$ cat src/rtl/uart_fe_pkg.sv
package uart_fe_pkg;
  localparam int unsigned ADDR_W = 10;
  localparam int unsigned DATA_W = 16;
  localparam int unsigned IRQ_W  = 11;

  localparam logic [ADDR_W-1:0] A_DATA  = 10'h000;
  localparam logic [ADDR_W-1:0] A_RSTAT = 10'h001;
  localparam logic [ADDR_W-1:0] A_FLAGS = 10'h006;
  localparam logic [ADDR_W-1:0] A_DIVI  = 10'h009;
  localparam logic [ADDR_W-1:0] A_DIVF  = 10'h00A;
  localparam logic [ADDR_W-1:0] A_LINE  = 10'h00B;
  localparam logic [ADDR_W-1:0] A_CTRL  = 10'h00C;
  localparam logic [ADDR_W-1:0] A_LVL   = 10'h00D;
  localparam logic [ADDR_W-1:0] A_MASK  = 10'h00E;
  localparam logic [ADDR_W-1:0] A_RAW   = 10'h00F;
  localparam logic [ADDR_W-1:0] A_MSK   = 10'h010;
  localparam logic [ADDR_W-1:0] A_CLR   = 10'h011;
  localparam logic [ADDR_W-1:0] A_ID_LO = 10'h3F8;

  // interrupt bit positions (software decodes them)
  localparam int unsigned IB_RX  = 4;
  localparam int unsigned IB_TX  = 5;
  localparam int unsigned IB_RTO = 6;
  localparam int unsigned OVR_BIT  = 3;
  localparam int unsigned LOOP_BIT = 7;
  localparam int unsigned FEN_BIT  = 4;

  localparam logic [15:0] M_DIVF = 16'h003F;
  localparam logic [15:0] M_LINE = 16'h00FF;
  localparam logic [15:0] M_CTRL = 16'hFFC7;
  localparam logic [15:0] M_LVL  = 16'h003F;
  localparam logic [5:0]  LVL_RESET = 6'h12;

  function automatic logic [7:0] id_byte(input logic [2:0] idx);
    case (idx)
      3'd0: return 8'h11;
      3'd1: return 8'h10;
      3'd2: return 8'h24;
      3'd3: return 8'h00;
      3'd4: return 8'h0D;
      3'd5: return 8'hF0;
      3'd6: return 8'h05;
      default: return 8'hB1;
    endcase
  endfunction
endpackage

$ cat src/rtl/uart_fe_rxfifo.sv
module uart_fe_rxfifo #(
  parameter int unsigned DEPTH = 16,
  parameter int unsigned WIDTH = 8,
  localparam int unsigned PW = $clog2(DEPTH),
  localparam int unsigned CW = $clog2(DEPTH + 1)
) (
  input  logic             clk,
  input  logic             rst_n,
  input  logic             flush,
  input  logic             wide,
  input  logic             push,
  input  logic [WIDTH-1:0] push_data,
  input  logic             pop,
  output logic [WIDTH-1:0] head,
  output logic [CW-1:0]    count,
  output logic             full
);
  logic [WIDTH-1:0] mem [DEPTH];
  logic [PW-1:0] rptr_q, wptr_q;
  logic [CW-1:0] count_q;
  logic do_push, do_pop;

  assign full    = wide ? (count_q == CW'(DEPTH)) : (count_q != '0);
  assign do_push = push && !full;
  assign do_pop  = pop && (count_q != '0);
  assign head    = mem[rptr_q];
  assign count   = count_q;

  always_ff @(posedge clk) begin
    if (!rst_n || flush) begin
      rptr_q  <= '0;
      wptr_q  <= '0;
      count_q <= '0;
    end else begin
      if (do_push) wptr_q <= wptr_q + 1'b1;
      if (do_pop)  rptr_q <= rptr_q + 1'b1;
      count_q <= count_q + CW'(do_push) - CW'(do_pop);
    end
  end

  always_ff @(posedge clk) begin
    if (do_push && !flush) mem[wptr_q] <= push_data;
  end
endmodule

$ cat src/rtl/uart_fe_trig.sv
module uart_fe_trig #(
  parameter int unsigned DEPTH = 16,
  localparam int unsigned CW = $clog2(DEPTH + 1)
) (
  input  logic          fifo_en,
  input  logic [2:0]    sel,
  output logic [CW-1:0] level
);
  localparam logic [CW-1:0] L_EIGHTH = CW'(DEPTH / 8);
  localparam logic [CW-1:0] L_QUART  = CW'(DEPTH / 4);
  localparam logic [CW-1:0] L_HALF   = CW'(DEPTH / 2);
  localparam logic [CW-1:0] L_3Q     = CW'(DEPTH * 3 / 4);
  localparam logic [CW-1:0] L_7E     = CW'(DEPTH * 7 / 8);
  localparam logic [CW-1:0] L_FULL   = CW'(DEPTH);

  always_comb begin
    if (!fifo_en) level = CW'(1);
    else begin
      case (sel)
        3'd0: level = L_EIGHTH;
        3'd1: level = L_QUART;
        3'd2: level = L_HALF;
        3'd3: level = L_3Q;
        3'd4: level = L_7E;
        default: level = L_FULL;
      endcase
    end
  end
endmodule

$ cat src/rtl/uart_fe_irq.sv
module uart_fe_irq #(
  parameter int unsigned W = 11
) (
  input  logic         clk,
  input  logic         rst_n,
  input  logic [W-1:0] set_bits,
  input  logic [W-1:0] clr_bits,
  input  logic [W-1:0] mask_next,
  output logic [W-1:0] raw,
  output logic         irq
);
  logic [W-1:0] raw_q, raw_d;
  logic irq_q;

  assign raw_d = (raw_q & ~clr_bits) | set_bits;
  assign raw   = raw_q;
  assign irq   = irq_q;

  always_ff @(posedge clk) begin
    if (!rst_n) begin
      raw_q <= '0;
      irq_q <= 1'b0;
    end else begin
      raw_q <= raw_d;
      irq_q <= |(raw_d & mask_next);
    end
  end
endmodule

$ cat src/rtl/uart_regfront.sv
module uart_regfront
  import uart_fe_pkg::*;
#(
  parameter int unsigned DEPTH = 16
) (
  input  logic              clk,
  input  logic              rst_n,
  input  logic              bus_valid,
  input  logic              bus_write,
  input  logic [ADDR_W-1:0] bus_addr,
  input  logic [DATA_W-1:0] bus_wdata,
  output logic              rsp_valid,
  output logic [DATA_W-1:0] rsp_data,
  input  logic              rx_valid,
  output logic              rx_ready,
  input  logic [7:0]        rx_data,
  output logic              tx_valid,
  output logic [7:0]        tx_data,
  output logic              irq
);
  localparam int unsigned CW = $clog2(DEPTH + 1);

  // configuration state
  logic [15:0] divi_q, ctrl_q;
  logic [5:0]  divf_q, lvl_q;
  logic [7:0]  line_q;
  logic [IRQ_W-1:0] imsc_q;
  logic oe_q;
  logic tx_valid_q, rsp_valid_q;
  logic [7:0] tx_data_q;
  logic [DATA_W-1:0] rsp_data_q, rd_mux;

  logic wr, rd, loop_en, fifo_en;
  logic hit_data, hit_rstat, hit_line, hit_mask, hit_clr;
  logic lb_write, lb_push, overrun, ext_push, push_any, pop, flush;
  logic [7:0] push_byte, head;
  logic [CW-1:0] fifo_count, level, left_after_pop;
  logic fifo_full;
  logic [IRQ_W-1:0] set_bits, clr_bits, mask_next, raw_bits;
  logic [7:0] rstat_byte;

  assign wr      = bus_valid && bus_write;
  assign rd      = bus_valid && !bus_write;
  assign loop_en = ctrl_q[LOOP_BIT];
  assign fifo_en = line_q[FEN_BIT];

  assign hit_data  = bus_addr == A_DATA;
  assign hit_rstat = bus_addr == A_RSTAT;
  assign hit_line  = bus_addr == A_LINE;
  assign hit_mask  = bus_addr == A_MASK;
  assign hit_clr   = bus_addr == A_CLR;

  // receive ingress and loopback
  assign rx_ready  = !bus_valid && (loop_en || !fifo_full);
  assign ext_push  = rx_valid && rx_ready && !loop_en;
  assign lb_write  = wr && hit_data && loop_en;
  assign lb_push   = lb_write && !fifo_full;
  assign overrun   = lb_write && fifo_full;
  assign push_any  = lb_push || ext_push;
  assign push_byte = lb_push ? bus_wdata[7:0] : rx_data;
  assign pop       = rd && hit_data;
  assign flush     = wr && hit_line && (bus_wdata[FEN_BIT] != line_q[FEN_BIT]);

  uart_fe_rxfifo #(.DEPTH(DEPTH), .WIDTH(8)) u_fifo (
    .clk(clk), .rst_n(rst_n), .flush(flush), .wide(fifo_en),
    .push(push_any), .push_data(push_byte), .pop(pop),
    .head(head), .count(fifo_count), .full(fifo_full)
  );

  uart_fe_trig #(.DEPTH(DEPTH)) u_trig (
    .fifo_en(fifo_en), .sel(lvl_q[5:3]), .level(level)
  );

  // interrupt events
  assign left_after_pop = (fifo_count == '0) ? '0 : fifo_count - 1'b1;

  always_comb begin
    set_bits = '0;
    clr_bits = '0;
    if (push_any) begin
      set_bits[IB_RTO] = 1'b1;
      if (fifo_count < level && ({1'b0, fifo_count} + 1'b1) >= {1'b0, level})
        set_bits[IB_RX] = 1'b1;
    end
    if (wr && hit_data) set_bits[IB_TX] = 1'b1;
    if (wr && hit_clr)  clr_bits = bus_wdata[IRQ_W-1:0];
    if (pop) begin
      if (left_after_pop < level) clr_bits[IB_RX]  = 1'b1;
      if (left_after_pop == '0)   clr_bits[IB_RTO] = 1'b1;
    end
  end

  assign mask_next = (wr && hit_mask) ? bus_wdata[IRQ_W-1:0] : imsc_q;

  uart_fe_irq #(.W(IRQ_W)) u_irq (
    .clk(clk), .rst_n(rst_n), .set_bits(set_bits), .clr_bits(clr_bits),
    .mask_next(mask_next), .raw(raw_bits), .irq(irq)
  );

  // read path
  assign rstat_byte = 8'(oe_q) << OVR_BIT;

  always_comb begin
    rd_mux = '0;
    if (bus_addr >= A_ID_LO) rd_mux = {8'h00, id_byte(bus_addr[2:0])};
    else begin
      case (bus_addr)
        A_DATA:  rd_mux = {rstat_byte, (fifo_count != '0) ? head : 8'h00};
        A_RSTAT: rd_mux = {8'h00, rstat_byte};
        A_FLAGS: rd_mux = {8'h00, 1'b1, fifo_full, 1'b0, fifo_count == '0, 4'h0};
        A_DIVI:  rd_mux = divi_q;
        A_DIVF:  rd_mux = {10'h000, divf_q};
        A_LINE:  rd_mux = {8'h00, line_q};
        A_CTRL:  rd_mux = ctrl_q;
        A_LVL:   rd_mux = {10'h000, lvl_q};
        A_MASK:  rd_mux = {5'h00, imsc_q};
        A_RAW:   rd_mux = {5'h00, raw_bits};
        A_MSK:   rd_mux = {5'h00, raw_bits & imsc_q};
        default: rd_mux = '0;
      endcase
    end
  end

  // register updates
  always_ff @(posedge clk) begin
    if (!rst_n) begin
      divi_q <= '0; divf_q <= '0; line_q <= '0; ctrl_q <= '0;
      lvl_q <= LVL_RESET; imsc_q <= '0; oe_q <= 1'b0;
      tx_valid_q <= 1'b0; tx_data_q <= '0;
      rsp_valid_q <= 1'b0; rsp_data_q <= '0;
    end else begin
      tx_valid_q  <= wr && hit_data && !loop_en;
      rsp_valid_q <= rd;
      if (wr && hit_data && !loop_en) tx_data_q <= bus_wdata[7:0];
      if (rd) rsp_data_q <= rd_mux;
      if (overrun) oe_q <= 1'b1;
      if (wr) begin
        case (bus_addr)
          A_RSTAT: oe_q   <= 1'b0;
          A_DIVI:  divi_q <= bus_wdata;
          A_DIVF:  divf_q <= bus_wdata[5:0] & M_DIVF[5:0];
          A_LINE:  line_q <= bus_wdata[7:0] & M_LINE[7:0];
          A_CTRL:  ctrl_q <= bus_wdata & M_CTRL;
          A_LVL:   lvl_q  <= bus_wdata[5:0] & M_LVL[5:0];
          A_MASK:  imsc_q <= bus_wdata[IRQ_W-1:0];
          default: ;
        endcase
      end
    end
  end

  assign tx_valid  = tx_valid_q;
  assign tx_data   = tx_data_q;
  assign rsp_valid = rsp_valid_q;
  assign rsp_data  = rsp_data_q;
endmodule

$ cat config.mk
export PLATFORM = sky130hd
export DESIGN_NAME = uart_regfront
export DESIGN_NICKNAME = d
export VERILOG_FILES = /design/src/rtl/uart_fe_pkg.sv /design/src/rtl/uart_fe_rxfifo.sv /design/src/rtl/uart_fe_trig.sv /design/src/rtl/uart_fe_irq.sv /design/src/rtl/uart_regfront.sv
export SDC_FILE = /design/constraint.sdc
export NUM_CORES = 1
export LEC_CHECK = 0
export ABC_AREA = 0
export BUFFER_PORTS_ARGS = -buffer_cell sky130_fd_sc_hd__buf_2
export CORE_MARGIN = 2
export CORE_UTILIZATION = 50
export CTS_CLUSTER_DIAMETER = 80
export DETAILED_ROUTE_END_ITERATION = 12
export PLACE_DENSITY = 0.69
export SKIP_CTS_REPAIR_TIMING = 1
export SYNTH_ARGS = -nofsm -noshare
export SYNTH_HDL_FRONTEND = slang
export SYNTH_SLANG_ARGS = --single-unit
$ cat constraint.sdc
create_clock -name clk -period 4.35 [get_ports clk]
set_input_delay 0.435 -clock clk [delete_from_list [all_inputs] [get_ports clk]]
set_output_delay 0.435 -clock clk [all_outputs]
set_load 0.02 [all_outputs]
Word level (Yosys, flattened, before mapping)
Memories as Yosys holds them, arrays and structs flattened. A register that Yosys moved wholly into a read port is not among the register bits.
Cells that the tools add are included.
- register bits: 112
- RAM bits: 128
- word-level logic and storage cells: 122
- memories: 1
- memory list (memory ; depth ; bits a word ; read ports ; clocked after Yosys merged registers in ; wr ports ; line ; source):
    u_fifo.mem ; 16 ; 8 ; 1 ; 1 ; 1 ; uart_fe_rxfifo.sv:18 ; logic [WIDTH-1:0] mem [DEPTH];
- add/sub/neg operators: 6
- $lt $le $gt $ge: 4
- eq/ne operators: 23
- mux-type cells: 26
- bitwise gates (word level): 5
- reduce and logical (&&, ||, !) cells: 41
- operator list (kind ; count):
    $pmux W16 S11 ; 1
    $eq A10 B4 Y1 const B ; 7
    $pmux W8 S7 ; 1
    $and A11 B11 Y11 ; 3
    $pmux W5 S5 ; 1
    $mux W11 ; 2
    $eq A10 B5 Y1 const B ; 2
    $logic_and A1 B1 Y1 ; 19
    $mux W16 ; 1
    $mux W8 ; 2
    $mux W1 ; 14
    $eq A3 B2 Y1 const B ; 4
    $eq A3 B3 Y1 const B ; 4
    $reduce_and A2 Y1 ; 6
    $not A11 Y11 ; 1
    $or A11 B7 Y11 ; 1
    $reduce_or A11 Y1 ; 1
    $eq A10 B1 Y1 const B ; 1
    $eq A10 B3 Y1 const B ; 1
    $ge A10 B10 Y1 const B ; 1
    $logic_not A10 Y1 ; 1
    $logic_not A5 Y1 ; 2
    $lt A5 B5 Y1 ; 2
    $mux W5 ; 2
    other kinds (14) ; 25

Longest topological paths before layout
- word-level depth: 12
- mapped depth: 17

Modules after synthesis
Synthesis repeated with hierarchy kept, for this count alone.
- cells, all modules: 965
- area total of the unflattened synthesis: 11691.2 µm²
- modules (own cells, without submodules) (module ; instances ; cells an instance ; area an instance (µm²) ; seq. area each (µm²)):
    uart_fe_rxfifo ; 1 ; 309 ; 5816.8 ; 4184.0
    uart_regfront ; 1 ; 598 ; 5261.3 ; 1741.7
    uart_fe_irq ; 1 ; 50 ; 549.3 ; 240.2
    uart_fe_trig ; 1 ; 8 ; 63.8 ; 0.0

Least setup slack after synthesis
OpenSTA, ideal clock, no wires.
- kind: flip-flop to flip-flop
- from: register u_fifo.count_q[2], in the netlist u_fifo.count[2]
- to: register u_fifo.count_q[4], in the netlist u_fifo.count[4]
- arrival: 3.305 ns
- slack: 0.920 ns
- stages on the path, launching flop included: 18
- buffers on the path: 1
- period minus slack after synthesis: 3.430 ns
- cells stage by stage: dfxtp_1 inv_1 ha_1 and3b_1 clkbuf_1 or4_1 nor2_1 ha_1 inv_1 ha_1 inv_1 fa_1 nor2_1 nor2_1 nor2_1 nor2_1 xnor2_1 nor2_1
- elaborated cells between the ends (all ways): 14
- RTL lines (element ; line ; source):
    start, declared ; uart_fe_rxfifo.sv:20 ; logic [CW-1:0] count_q;
    start signal, assigned ; uart_fe_rxfifo.sv:37 ; count_q <= count_q + CW'(do_push) - CW'(do_pop);
    $reduce_bool A5 Y1 ; uart_fe_rxfifo.sv:25 ; assign do_pop = pop && (count_q != '0);
    $logic_and A1 B1 Y1 ; uart_fe_rxfifo.sv:25 ;
    via u_fifo.do_pop ; uart_fe_rxfifo.sv:21 ; logic do_push, do_pop;
    $sub A5 B1 Y5 ; uart_fe_rxfifo.sv:37 ;
The timed path passes the listed nets, and every way through them passes these cells.
A chain may end at the register's enable or synchronous reset.

Worst setup path in the final report
Same ends and word-level chain as after synthesis.

==> metrics.log <==
[metrics] Worst Path Arrival: 4.14 ns
[metrics] final non-filler cell total: 1257
[metrics] unrepaired setup endpoints after global routing: no
[metrics] fraction of the yosys area taken by sequential cells: 0.564
[metrics] Max Clk Rate: 268 MHz
[metrics] chain of cells forming the critical path: inv_1, ha_1, and3b_1, or4_1, nor2_1, ha_1, inv_1, ha_1, inv_1, fa_1, nor2_1, nor2_1, nor2_1, nor2_1, xnor2_1, nor2_1
[metrics] most frequently used cell type in the post-synthesis netlist: edfxtp_1
[metrics] master cell of the clock root buffer: clkbuf_16
[metrics] power density over the cells: 428 nW/um2
[metrics] Die X-Extent: 152 um
[metrics] CP peak stage delay: 0.65 ns
[metrics] number of global-route vias before repair: 7204
[metrics] leftover overflow at the end of global routing: 0
[metrics] critical path class: reg -> reg
[metrics] final setup violation count: 0
[metrics] combinational fraction of design power: 0.129
[metrics] worst clock skew on the final layout: 0.0217 ns
[metrics] top-level I/O count: 67
[metrics] internal power component: 3.97 mW
[metrics] net count after synthesis: 972
[metrics] fraction of registers with async set or reset after synthesis: 0
[metrics] DR WL/cell: 20.7 um
[metrics] min Tclk post-route: 3.73 ns
[metrics] number of distinct library cells after synthesis: 67
[metrics] DP Worst Slack: 0.649 ns
[metrics] net total in the final layout: 1032
[metrics] DRC Markers: 0
[metrics] n_diodes: 0
[metrics] CTS sink count: 244
[metrics] top cell type's share of synthesized area: 0.352
[metrics] gr usage total: 0.221
[metrics] starting density of the core: 0.506
[metrics] outcome: completed
[metrics] DRT antenna net count: 0
[metrics] final total power: 5.30 mW
[metrics] clock tree from TritonCTS: yes
[metrics] maximum fanout count along the critical path: 7
[metrics] launching element type of the critical path: flop
[metrics] synth top area cells: edfxtp_1 (35%), dfxtp_1 (21%), mux4_2 (8.2%)
[metrics] htree depth: 1
[metrics] area of the mapped netlist: 10900 um2
[metrics] share of the clock period used by the worst path after layout: 0.857
[metrics] max_cap viols: 0
[metrics] slowest cell on the critical path: or4_1
[metrics] mean number of vias per cell: 5.85
[metrics] DRT Pass-1 Iters: 5
[metrics] net switching power: 1.33 mW
[metrics] critical path capture point type: flop
[metrics] Post-Synthesis Mean Instance Area: 12.2 um2
[metrics] number of flops mapped to enable cells by yosys: 128
[metrics] global placement routability congestion: 0.892
[metrics] least setup slack across all paths after layout: 0.621 ns
[metrics] total clock buffers created by CTS: 26
[metrics] DRC marker count from the first detailed-route iteration: 551
[metrics] part of the power in the clock network: 0.398
[metrics] placeable core region: 21600 um2
[metrics] layout cells sized above 1: 0.195
[metrics] final number of max-transition violations: 0
[metrics] cell taking the most area after synthesis: edfxtp_1
[metrics] post-placement cell area: 11600 um2
[metrics] HPWL reported at the end of detailed placement: 17800 um
[metrics] Most used DFF post-synth: edfxtp_1
[metrics] Vert. Die Dim: 152 um
[metrics] Min-Delay Path Class: in -> reg
[metrics] internal reg-to-reg setup slack: 0.62 ns
[metrics] relative max-transition margin: 0.351
[metrics] first-pass GRT wire length: 40600 um
[metrics] ranking of synthesized cells by instance count: edfxtp_1 (128), dfxtp_1 (116), nor2_1 (100), nand2_1 (82), mux2i_1 (55)
[metrics] required arrival time at the worst endpoint: 4.76 ns
[metrics] number of vias in the routed layout: 7351
[metrics] pin slew with the least headroom to its limit: 0.964 ns
[metrics] CP dominant cell by count: nor2_1
[metrics] synthesized flop and latch total: 244
[metrics] Leak Pwr: 4.72 nW
[metrics] number of cells produced by synthesis: 898
[metrics] clock network latency to the later pin of the worst-skew pair: 0.53 ns
[metrics] filler instances: 1788
[metrics] switching portion of total power: 0.251
[metrics] register clock-pin slew on the reported worst setup and hold paths: 0.06 ns
[metrics] Die Footprint: 23100 um2
[metrics] total of buffers placed on input and output ports: 66
[metrics] total of warnings raised by yosys: 0
[metrics] worst supply voltage drop on vdd: 0.000334 V
[metrics] antenna violations before repair: 0
[metrics] area grow syn2layout: 13.4%
[metrics] standard-cell row count: 54
[metrics] area of all placed cells without fillers: 12400 um2
[metrics] final hold violation count: 0
[metrics] Post-Route Setup TNS: 0 ns
[metrics] largest net degree at the start of global routing: 50
[metrics] share of total power in sequential cells: 0.472
[metrics] detailed-route wire length: 26000 um
[metrics] Placed Cells: 1210
[metrics] number of buffers on the longest clock path: 3
## cells in the final DEF (no fill, tap or decap), drive strengths merged, types with 6 or more instances in the layout
cell type and n:
nor3 8, buf 91, nand3 12, a21o 14, mux2 12, a211oi 6, xnor2 10, inv 19
clkinv 11, a22oi 7, a2bb2oi 6, edfxtp 128, dfxtp 116, nor2 100, mux4 40, o21ai 19
and3 14, nand2 82, nor2b 14, clkbuf 33, nor4 6, nand4 11, ha 34, mux2i 55
a21oi 40
## through the flow
| stage | hold slack, ns | util |
|---|---|---|
| CTS | 0.155 | 0.574 |
| global placement | 0.441 | 0.535 |
| floorplan | 0.433 | - |
| global route | 0.169 | 0.574 |
| finish | 0.167 | 0.574 |
| detailed placement | 0.448 | 0.535 |
## power groups by stage
stage / combinational [mW] / clock, mW / sequential, mW
after floorplan: 0.474 / 0 / 2.54
after global routing: 0.760 / 2.25 / 2.51
after global placement: 0.663 / 0 / 2.55
after detailed placement: 0.674 / 0 / 2.55
after CTS: 0.681 / 2.16 / 2.50
final: 0.687 / 2.11 / 2.50
## routing by layer
metal / up-vias / routed length [um] / global-route usage
met4: 0 / 793 / 0.0739
li1: 3471 / - / -
met2: 263 / 12600 / 0.369
met5: - / 0 / 0
met3: 53 / 1650 / 0.0348
met1: 3564 / 11000 / 0.299
## layout make-up
class	instances	area, um2	share of cell area
tap	280	350	0.0283
sequential	244	6170	0.497
timing repair buffer	91	518	0.0418
inverter	18	67.6	0.00545
clock buffer	33	717	0.0578
multi-input combinational	577	4470	0.360
clock inverter	14	113	0.00908
## cell families after synthesis
| family | share of synthesized area |
|---|---|
| AO/OA/AOI/OAI | 0.0892 |
| XOR/XNOR | 0.0120 |
| adder cells (fa/ha/maj) | 0.0407 |
| buffers and inverters | 0.0280 |
| flip-flops | 0.564 |
| multiplexers | 0.145 |
| AND/OR/NAND/NOR | 0.121 |
## sequential cells by signal, summed over array words and instances, names as in the netlist, 8 cells and up, named ones only
register / cells
ctrl_q: 13
divi_q: 16
imsc_q: 11
line_q: 8
rsp_data: 16
tx_data: 8
u_fifo.mem: 128
u_irq.raw: 11
## final timing paths
| check | start | cells past startpoint | endpoint |
|---|---|---|---|
| setup reg to reg | u_fifo.count[2]$_SDFF_PP0_ | 16 | u_fifo.count[4]$_SDFF_PP0_ |
| hold / removal | bus_wdata[15] | 3 | divi_q[15]$_SDFFE_PN0P_ |
| hold reg to reg | rsp_data[8]$_SDFFE_PN0P_ | 2 | rsp_data[8]$_SDFFE_PN0P_ |
| setup / recovery | u_fifo.count[2]$_SDFF_PP0_ | 16 | u_fifo.count[4]$_SDFF_PP0_ |
## worst max-delay path: cells and delay by family (launching register included)
kind,cells,cell delay (ns)
DFF,1,0.50
xor gates and xnor gates,1,0.13
buffers and inverters,3,0.32
and+or+nand+nor,8,1.56
adders and majority gates,4,1.12
(Power assumes the default switching activity.)
